### config.mk
export PLATFORM = sky130hd
export DESIGN_NAME = wpix_mixer
export DESIGN_NICKNAME = d
export VERILOG_FILES = /design/src/rtl/wpix_pkg.sv /design/src/rtl/wpix_capture.sv /design/src/rtl/wpix_weight.sv /design/src/rtl/wpix_product.sv /design/src/rtl/wpix_combine.sv /design/src/rtl/wpix_mixer.sv
export SDC_FILE = /design/constraint.sdc
export NUM_CORES = 1
export LEC_CHECK = 0
export ABC_AREA = 0
export BUFFER_PORTS_ARGS = -buffer_cell sky130_fd_sc_hd__buf_2
export CAP_MARGIN = 25
export CORE_ASPECT_RATIO = 1.5
export CORE_MARGIN = 2
export CORE_UTILIZATION = 38
export CTS_BUF_LIST = sky130_fd_sc_hd__clkbuf_4
export DETAILED_ROUTE_END_ITERATION = 10
export SYNTH_ARGS = -nofsm -noshare
export SYNTH_HDL_FRONTEND = slang
export SYNTH_SLANG_ARGS = --single-unit
### constraint.sdc
create_clock -name clk -period 7.28 [get_ports clk]
set_input_delay 1.456 -clock clk [delete_from_list [all_inputs] [get_ports clk]]
set_output_delay 1.456 -clock clk [all_outputs]
set_load 0.1 [all_outputs]
### src/rtl/wpix_pkg.sv
package wpix_pkg;

    localparam int PIX_W      = 12;
    localparam int MIX_W      = 12;
    localparam int FRAC_W     = MIX_W - 1;
    localparam int EXT_W      = PIX_W + 1;
    localparam int COEF_W     = MIX_W + 1;
    localparam int PROD_W     = EXT_W + COEF_W;
    localparam int SUM_W      = PROD_W + 1;
    localparam int OUT_W      = PIX_W + 1;
    localparam int N_LANES    = 2;
    localparam int PIPE_DEPTH = 6;

    typedef logic [PIX_W-1:0] pix_t;
    typedef logic [MIX_W-1:0] coef_t;

    localparam coef_t COEF_ONE = {1'b1, {FRAC_W{1'b0}}};

    typedef enum logic {
        FMT_TWOS = 1'b0,
        FMT_UNS  = 1'b1
    } pix_fmt_e;

    // stage 1: raw captured pixels, lane 0 = A, lane 1 = B
    typedef struct packed {
        pix_t [N_LANES-1:0] pix;
        pix_fmt_e           fmt;
    } cap_t;

    // stage 2: widened pixels and their weights
    typedef struct packed {
        logic [N_LANES-1:0][EXT_W-1:0]  pix;
        logic [N_LANES-1:0][COEF_W-1:0] wt;
        pix_fmt_e                       fmt;
    } prep_t;

    // stage 3: full precision products
    typedef struct packed {
        logic [N_LANES-1:0][PROD_W-1:0] prod;
        pix_fmt_e                       fmt;
    } prod_t;

    // stage 4: sum of products
    typedef struct packed {
        logic [SUM_W-1:0] sum;
        pix_fmt_e         fmt;
    } sum_t;

    // stages 5 and 6: doubled, truncated result
    typedef struct packed {
        logic [OUT_W-1:0] data;
        pix_fmt_e         fmt;
    } res_t;

    function automatic coef_t clamp_coef(coef_t m);
        return m[MIX_W-1] ? COEF_ONE : m;
    endfunction

    function automatic logic [EXT_W-1:0] widen_pix(pix_t p, pix_fmt_e f);
        return (f == FMT_UNS) ? {1'b0, p} : {p[PIX_W-1], p};
    endfunction

endpackage

### src/rtl/wpix_capture.sv
module wpix_capture
    import wpix_pkg::*;
(
    input  logic     clk,
    input  logic     rst,
    input  pix_t     a_in,
    input  pix_t     b_in,
    input  coef_t    coef_in,
    input  logic     coef_en,
    input  pix_fmt_e fmt_in,
    output cap_t     cap_q,
    output coef_t    coef_q
);

    always_ff @(posedge clk) begin
        if (rst) begin
            cap_q  <= '0;
            coef_q <= '0;
        end else begin
            cap_q.pix[0] <= a_in;
            cap_q.pix[1] <= b_in;
            cap_q.fmt    <= fmt_in;
            if (coef_en) begin
                coef_q <= coef_in;
            end
        end
    end

endmodule

### src/rtl/wpix_weight.sv
module wpix_weight
    import wpix_pkg::*;
(
    input  logic  clk,
    input  logic  rst,
    input  cap_t  cap_q,
    input  coef_t coef_q,
    output prep_t prep_q
);

    coef_t sat;
    prep_t prep_d;

    always_comb begin
        sat       = clamp_coef(coef_q);
        prep_d.wt[0] = {1'b0, sat};
        prep_d.wt[1] = {1'b0, COEF_ONE} - {1'b0, sat};
        prep_d.fmt   = cap_q.fmt;
    end

    for (genvar i = 0; i < N_LANES; i++) begin : g_widen
        assign prep_d.pix[i] = widen_pix(cap_q.pix[i], cap_q.fmt);
    end

    always_ff @(posedge clk) begin
        if (rst) prep_q <= '0;
        else     prep_q <= prep_d;
    end

endmodule

### src/rtl/wpix_product.sv
module wpix_product
    import wpix_pkg::*;
(
    input  logic  clk,
    input  logic  rst,
    input  prep_t prep_q,
    output prod_t prod_q
);

    logic [N_LANES-1:0][PROD_W-1:0] prod_d;

    for (genvar i = 0; i < N_LANES; i++) begin : g_lane
        logic signed [PROD_W-1:0] p;
        assign p         = $signed(prep_q.pix[i]) * $signed(prep_q.wt[i]);
        assign prod_d[i] = p;
    end

    always_ff @(posedge clk) begin
        if (rst) begin
            prod_q <= '0;
        end else begin
            prod_q.prod <= prod_d;
            prod_q.fmt  <= prep_q.fmt;
        end
    end

endmodule

### src/rtl/wpix_combine.sv
module wpix_combine
    import wpix_pkg::*;
(
    input  logic  clk,
    input  logic  rst,
    input  prod_t prod_q,
    output res_t  out_q
);

    logic signed [SUM_W-1:0] sum_d;
    logic        [SUM_W:0]   dbl;
    sum_t sum_q;
    res_t shift_q;

    assign sum_d = $signed(prod_q.prod[0]) + $signed(prod_q.prod[1]);
    // fixed doubling, then drop the fractional weight bits
    assign dbl   = {sum_q.sum, 1'b0};

    always_ff @(posedge clk) begin
        if (rst) begin
            sum_q   <= '0;
            shift_q <= '0;
            out_q   <= '0;
        end else begin
            sum_q.sum    <= sum_d;
            sum_q.fmt    <= prod_q.fmt;
            shift_q.data <= dbl[FRAC_W+OUT_W-1:FRAC_W];
            shift_q.fmt  <= sum_q.fmt;
            out_q        <= shift_q;
        end
    end

endmodule

### src/rtl/wpix_mixer.sv
module wpix_mixer
    import wpix_pkg::*;
(
    input  logic        clk,
    input  logic        rst,
    input  logic [11:0] src_a,
    input  logic [11:0] src_b,
    input  logic [11:0] mix_coef,
    input  logic        coef_load,
    input  logic        fmt_unsigned,
    output logic [12:0] mix_out,
    output logic        mix_out_unsigned
);

    cap_t  cap_q;
    coef_t coef_q;
    prep_t prep_q;
    prod_t prod_q;
    res_t  out_q;
    pix_fmt_e fmt_sel;

    assign fmt_sel = fmt_unsigned ? FMT_UNS : FMT_TWOS;

    wpix_capture u_capture (
        .clk     (clk),
        .rst     (rst),
        .a_in    (src_a),
        .b_in    (src_b),
        .coef_in (mix_coef),
        .coef_en (coef_load),
        .fmt_in  (fmt_sel),
        .cap_q   (cap_q),
        .coef_q  (coef_q)
    );

    wpix_weight u_weight (
        .clk    (clk),
        .rst    (rst),
        .cap_q  (cap_q),
        .coef_q (coef_q),
        .prep_q (prep_q)
    );

    wpix_product u_product (
        .clk    (clk),
        .rst    (rst),
        .prep_q (prep_q),
        .prod_q (prod_q)
    );

    wpix_combine u_combine (
        .clk    (clk),
        .rst    (rst),
        .prod_q (prod_q),
        .out_q  (out_q)
    );

    assign mix_out          = out_q.data;
    assign mix_out_unsigned = (out_q.fmt == FMT_UNS);

endmodule

==> impl_metrics.py, run 1 <==
metrics = {
    "synth": {
        "ys_seq_area_frac": 0.210,
        "synthAdderAreaFrac": 0.432,
        "synth-compound-area-share": 0.0468,
        "synth-edff-count": 0,
        "avgSynthCellArea_um2": 9.47,
        "synth_ff_type": "dfxtp_1",
        "synthMuxAreaShare": 0.00771,
        "syn-num-nets": 2238,
        "synth_xor_area_frac": 0.0363,
        "async_reset_ff_frac": 0,
        "syn_inst": 1783,
        "ys_ff_latch": 177,
        "synth_cell_types": 50,
        "synth_top_family_by_area": "adder cells",
        "netlist_area_um2": 16900,
        "ys_warn_count": 0,
        "yosys.area_share.simple": 0.176,
    },
    "placed_design": {
        "io_buffers": 53,
        "post-place-ws_ns": 1.19,
        "gp_congestion": 0.860,
        "hpwl_um": 32000,
    },
    "hold_path": {
        "hold_path_class": "flip-flop to flip-flop",
        "hold_path_depth": 1,
    },
    "clocking": {
        "htree_levels": 4,
        "post_cts_resized": 0,
        "cts_buffer_depth": 2,
        "postCtsHoldBufs": 0,
        "clock_sinks": 177,
        "clk_latency_ns": 0.65,
        "cts-root-buf": "clkbuf_4",
        "path_clk_slew_ns": 0.15,
        "post_cts_buffers": 0,
        "tritoncts": "done",
        "numCtsBuffers": 17,
    },
    "global_route": {
        "grt_pass1_wl_um": 65200,
        "grt_pass1_vias": 12817,
        "antenna_found_initial": 1,
        "track_usage": 0.184,
        "overflow": 0,
        "grt_max_degree": 96,
    },
    "timing": {
        "setup_viol": 0,
        "max_freq_ghz": 0.167,
        "hold_viol_final": 0,
        "finalMaxSlewViolations": 0,
        "slew_headroom": 0.372,
        "tightest_slew_ns": 0.941,
        "finalCriticalPeriod_ns": 5.99,
        "finClkSkew_ns": 0.0301,
        "rsz0062_at_grt": "no",
        "fin_crit_sh": 0.823,
        "setup_tns_ns": 0,
        "worst_slack_ns": 1.29,
    },
    "worst_setup_path": {
        "path_cells": "nand2_1 > fa_1 > inv_1 > fa_1 > fa_1 > fa_1 > fa_1 > ha_1 > or4_1 > o22ai_2 > o21ai_1 > o41a_1 > a41oi_1 > xor2_1 > nor2_1",
        "crit_top_cell": "fa_1",
        "critPathLaunch": "u_weight.prep_q[14]",
        "critPathCaptureType": "flip-flop",
        "arrival_ns": 6.50,
        "rrSetupSlack_ns": 1.29,
        "reg2regPathDepth": 15,
        "r2r-end": "u_product.prod_q[48]",
        "start_kind": "flip-flop",
        "cpMaxStageDelayCell": "dfxtp_1",
        "crit_required_ns": 7.79,
        "crit_end": "u_product.prod_q[48]",
        "timing.rr.start": "u_weight.prep_q[14]",
        "max_stage_delay_ns": 0.96,
        "crit_type": "flip-flop to flip-flop",
        "path_max_fanout": 26,
    },
    "detailed_routing": {
        "via_per_inst": 4.77,
        "drt_wl_total_um": 39000,
        "first_pass_iters": 4,
        "vias": 11339,
        "wl_per_cell_um": 16.4,
        "drc": 0,
        "ant_nets": 0,
        "drt_iter0_drc": 407,
    },
    "outcome": {
        "status": "finished clean",
    },
    "pwr": {
        "leakagePower_nw": 8.95,
        "peakVddDrop_uv": 80.7,
        "power_mw": 2.23,
        "power_density_nw_per_um2": 124,
    },
    "flow_run": {
        "drv_cap": 0,
    },
    "layout": {
        "drive_gt1_frac": 0.0556,
        "syn_to_final_growth_pct": 6.20,
        "nFillCells": 4300,
        "seqCellArea_um2": 3540,
        "final_nets": 2241,
        "multi_input_area_um2": 11800,
    },
    "floorplan": {
        "start_util": 0.385,
        "die_h_um": 262,
        "die_area_um2": 46200,
        "core_area_um2": 43900,
        "die_w_um": 176,
        "design.portCount": 54,
        "rows": 94,
    },
}
## worst min-delay path by stage
stage	end	start	slack [ns]
after floorplan	u_weight.prep_q[39]	u_capture.cap_q[0]	0.41
final	u_weight.prep_q[36]	u_capture.cap_q[10]	0.45
after CTS	u_weight.prep_q[44]	u_capture.cap_q[17]	0.44
after detailed placement	u_weight.prep_q[46]	u_capture.cap_q[19]	0.43
after global routing	u_combine.shift_q[5]	u_combine.dbl[15]	0.45
after global placement	u_product.prod_q[0]	u_weight.prep_q[0]	0.42
## metal layers
layer / track usage / part of all wire / up-vias
met5: 0 / 0 / -
met4: 0.100 / 0.053 / 0
met3: 0.0195 / 0.021 / 87
met2: 0.370 / 0.57 / 164
met1: 0.183 / 0.36 / 5745
li1: - / - / 5343
## flip-flops by register name, summed over array words and instances (netlist names)
register           count
u_weight.prep_q       51
u_capture.cap_q       25
u_combine.shift_q     14
u_combine.sum_q        1
u_product.prod_q      47
u_combine.out_q       14
u_capture.coef_q      12
u_combine.dbl         13
## cells in the final DEF (no fill, tap or decap), types with 31 or more instances in the layout
cell type    n
and2_1     162
buf_2       52
dfxtp_1    177
fa_1       279
ha_1       136
inv_1      338
nand2_1    172
nor2_1      79
nor2b_1    104
o21ai_0     31
xnor2_1     51
## cell type report
cell class | instances | area share
antenna | 1 | 0.000140
clock buffer | 20 | 0.00838
clock inverter | 12 | 0.00831
inverter | 338 | 0.0708
multi-input combinational | 1195 | 0.658
sequential | 177 | 0.198
tap | 576 | 0.0402
timing repair buffer | 57 | 0.0166
## worst max-delay path: cells and delay by family (launching register included)
kind	cells	cell delay, ns
simple gates	3	1.01
buf+inv	1	0.05
xor+xnor	1	0.17
flops	1	0.96
fa+ha+maj	6	2.73
compound gates	4	0.92
## cell families after synthesis
kind of cell | count (synthesis)
AOI/OAI and AO/OA | 119
xor gates and xnor gates | 70
adders and majority gates | 415
and+or+nand+nor | 578
muxes | 13
DFF | 177
buffers and inverters | 411
## synthesized netlist by cell type (16+ instances only)
cell type	instances	area (µm²)
o21ai_0	31	155
inv_1	338	1270
xor2_1	19	166
clkbuf_1	70	263
and2_1	162	1010
dfxtp_1	177	3540
xnor2_1	51	447
nor3_1	16	80.1
nor2_1	79	297
fa_1	279	5590
nand2_1	172	646
ha_1	136	1700
a21oi_1	28	140
nor2b_1	104	651
## power breakdown
part,total (mW),switching [mW],internal [mW]
Clock,0.595,0.372,0.224
Combinational,0.519,0.303,0.216
Sequential,1.12,0.0814,1.04
Total,2.23,0.756,1.48
## through the flow
step | std cells | util | instance area (µm²) | hold WS (ns)
3_3_place_gp | 2343 | 0.402 | 17600 | 0.417
5_1_grt | 2376 | 0.409 | 17900 | 0.445
2_1_floorplan | 1783 | - | 16900 | 0.407
3_5_place_dp | 2343 | 0.402 | 17600 | 0.425
4_1_cts | 2375 | 0.409 | 17900 | 0.440
6_report | 2376 | 0.409 | 17900 | 0.447
No activity file was read; power rests on OpenSTA's default activity.
==> run 2, diff against run 1 <==
Clock period 7.28 ns to 6.1 ns, I/O delays scaled along.
==> run 2 against run 1 <==
  * Wire length rose by 3.1%
  * Sequential power rose by 18%
  * Cell count rose by 1.1%
  * Largest cell class unchanged
  * Highest routed layer unchanged
==> impl_metrics.py, run 2 (synthesis gave the netlist of run 1 again) <==
metrics = {
    "global_route": {
        "grt_max_degree": 62,
        "grt_pass1_vias": 12968,
        "overflow": 0,
        "grt_pass1_wl_um": 66700,
        "antenna_found_initial": 1,
        "track_usage": 0.189,
    },
    "placed_design": {
        "hpwl_um": 33400,
        "post-place-ws_ns": 0.198,
        "gp_congestion": 0.892,
        "placed_area_um2": 17800,
        "io_buffers": 53,
    },
    "worst_setup_path": {
        "crit_top_cell": "fa_1",
        "path_delay_family": "adder cells",
        "critPathBufInv": 1,
        "cpMaxStageDelayCell": "dfxtp_1",
        "reg2regPathDepth": 16,
        "crit_type": "flip-flop to flip-flop",
        "path_cells": "nand2_1 > fa_1 > fa_1 > inv_1 > fa_1 > fa_1 > fa_1 > fa_1 > ha_1 > or4_1 > o22ai_2 > o21ai_1 > o41a_1 > a41oi_1 > xor2_1 > nor2_1",
        "start_kind": "flip-flop",
        "rrSetupSlack_ns": 0.23,
        "crit_required_ns": 6.64,
        "arrival_ns": 6.41,
        "timing.rr.start": "u_weight.prep_q[19]",
        "critPathCaptureType": "flip-flop",
        "path_max_fanout": 9,
        "r2r-end": "u_product.prod_q[48]",
        "max_stage_delay_ns": 0.62,
    },
    "layout": {
        "regMostFlops": "u_weight.prep_q",
        "largest_register_ffs": 51,
        "syn_to_final_growth_pct": 7.23,
        "fin_area_um2": 18100,
        "final_nets": 2266,
        "nFillCells": 4356,
        "drive_gt1_frac": 0.0707,
        "mostFrequentLayoutCell": "inv_1",
        "layout_common_cells": "inv_1 (338), fa_1 (279), dfxtp_1 (173), nand2_1 (172), and2_1 (162)",
        "largest_registers": "u_weight.prep_q (51), u_product.prod_q (47), u_capture.cap_q (25)",
    },
    "floorplan": {
        "die_w_um": 176,
        "die_area_um2": 46200,
        "start_util": 0.385,
        "rows": 94,
        "die_h_um": 262,
        "core_area_um2": 43900,
        "design.portCount": 54,
    },
    "pwr": {
        "leakagePower_nw": 9.07,
        "power_mw": 2.63,
        "peakVddDrop_uv": 102,
        "power_density_nw_per_um2": 145,
    },
    "timing": {
        "rsz0062_at_grt": "no",
        "hold_viol_final": 0,
        "fin_crit_sh": 0.962,
        "finalCriticalPeriod_ns": 5.87,
        "finalMaxSlewViolations": 0,
        "finClkSkew_ns": 0.0306,
        "tightest_slew_ns": 0.674,
        "setup_viol": 0,
        "max_freq_ghz": 0.170,
        "slew_headroom": 0.551,
        "setup_tns_ns": 0,
        "worst_slack_ns": 0.233,
    },
    "detailed_routing": {
        "via_per_inst": 4.79,
        "drc": 0,
        "ant_nets": 0,
        "wl_per_cell_um": 16.7,
        "first_pass_iters": 4,
        "drt_iter0_drc": 497,
        "vias": 11498,
        "drt_wl_total_um": 40200,
    },
    "clocking": {
        "htree_levels": 4,
        "postCtsHoldBufs": 0,
        "tritoncts": "done",
        "path_clk_slew_ns": 0.18,
        "cts_buffer_depth": 2,
        "cts-root-buf": "clkbuf_4",
        "clk_latency_ns": 0.67,
        "clock_sinks": 177,
        "numCtsBuffers": 17,
    },
    "hold_path": {
        "hold_end": "u_weight.prep_q[36]",
        "worstHoldStart": "u_capture.cap_q[10]",
        "hold_path_class": "flip-flop to flip-flop",
        "hold_path_depth": 1,
    },
    "outcome": {
        "status": "finished clean",
    },
    "flow_run": {
        "drv_cap": 0,
    },
}
## run 2: cell types whose count changed in the layout (fill, tap and decap cells not counted)
cell / previous run / this run
buf_4: 5 / 30
dfxtp_1: 177 / 173
dfxtp_2: 0 / 4
clkinv_4: 2 / 5
bufinv_16: 2 / 0
clkbuf_4: 20 / 18
clkinv_8: 0 / 2
inv_6: 3 / 1
inv_8: 2 / 4
clkinvlp_4: 3 / 2
## run 2: layout make-up
cell class	count	area, µm²	share of cell area
multi-input cells	1195	11800	0.652
flip-flops and latches	177	3550	0.196
inverters	338	1270	0.0701
well taps	576	721	0.0398
repair buffers	82	485	0.0268
clock inverters	14	145	0.00802
clock buffers	18	135	0.00747
diodes	1	2.50	0.000138
## run 2: metrics by stage
stage | hold slack [ns] | utilization | cells
CTS | 0.437 | 0.412 | 2400
global route | 0.448 | 0.413 | 2401
detailed placement | 0.425 | 0.406 | 2368
global placement | 0.418 | 0.406 | 2368
finish | 0.434 | 0.413 | 2401
floorplan | 0.407 | - | 1783
## run 2: per-layer routing
metal  vias to the layer above  GRT usage  share of wire
li1                       5390          -              -
met2                       176      0.383           0.58
met4                         0      0.101          0.048
met5                         -          0              0
met3                        93     0.0179          0.015
met1                      5839      0.186           0.36
## run 2: worst max path at each step
stage	from	end	depth (start not counted)
after floorplan	u_weight.prep_q[51]	u_product.prod_q[48]	18
after detailed placement	u_weight.prep_q[46]	u_product.prod_q[48]	16
after global placement	u_weight.prep_q[46]	u_product.prod_q[48]	16
after CTS	u_weight.prep_q[46]	u_product.prod_q[48]	16
after global routing	u_weight.prep_q[15]	u_product.prod_q[48]	17
final	u_weight.prep_q[19]	u_product.prod_q[48]	16
## run 2: worst reg2reg max path: cells and delay by family, from the launching register on
kind,cells,cell delay (ns)
and+or+nand+nor,3,0.73
AOI/OAI and AO/OA,4,0.94
DFF,1,0.62
adders and majority gates,7,3.20
buffers and inverters,1,0.05
xor gates and xnor gates,1,0.18
## run 2: report_power, final
part,internal (mW),switching [mW]
logic,0.268,0.380
registers,1.24,0.0837
clock network,0.187,0.477
total,1.69,0.940
## run 2: what timing repair did
action	CTS	global route
resized for setup	0	4
buffers inserted	0	0
endpoints found under the setup margin	0	3
hold endpoints to repair	0	0
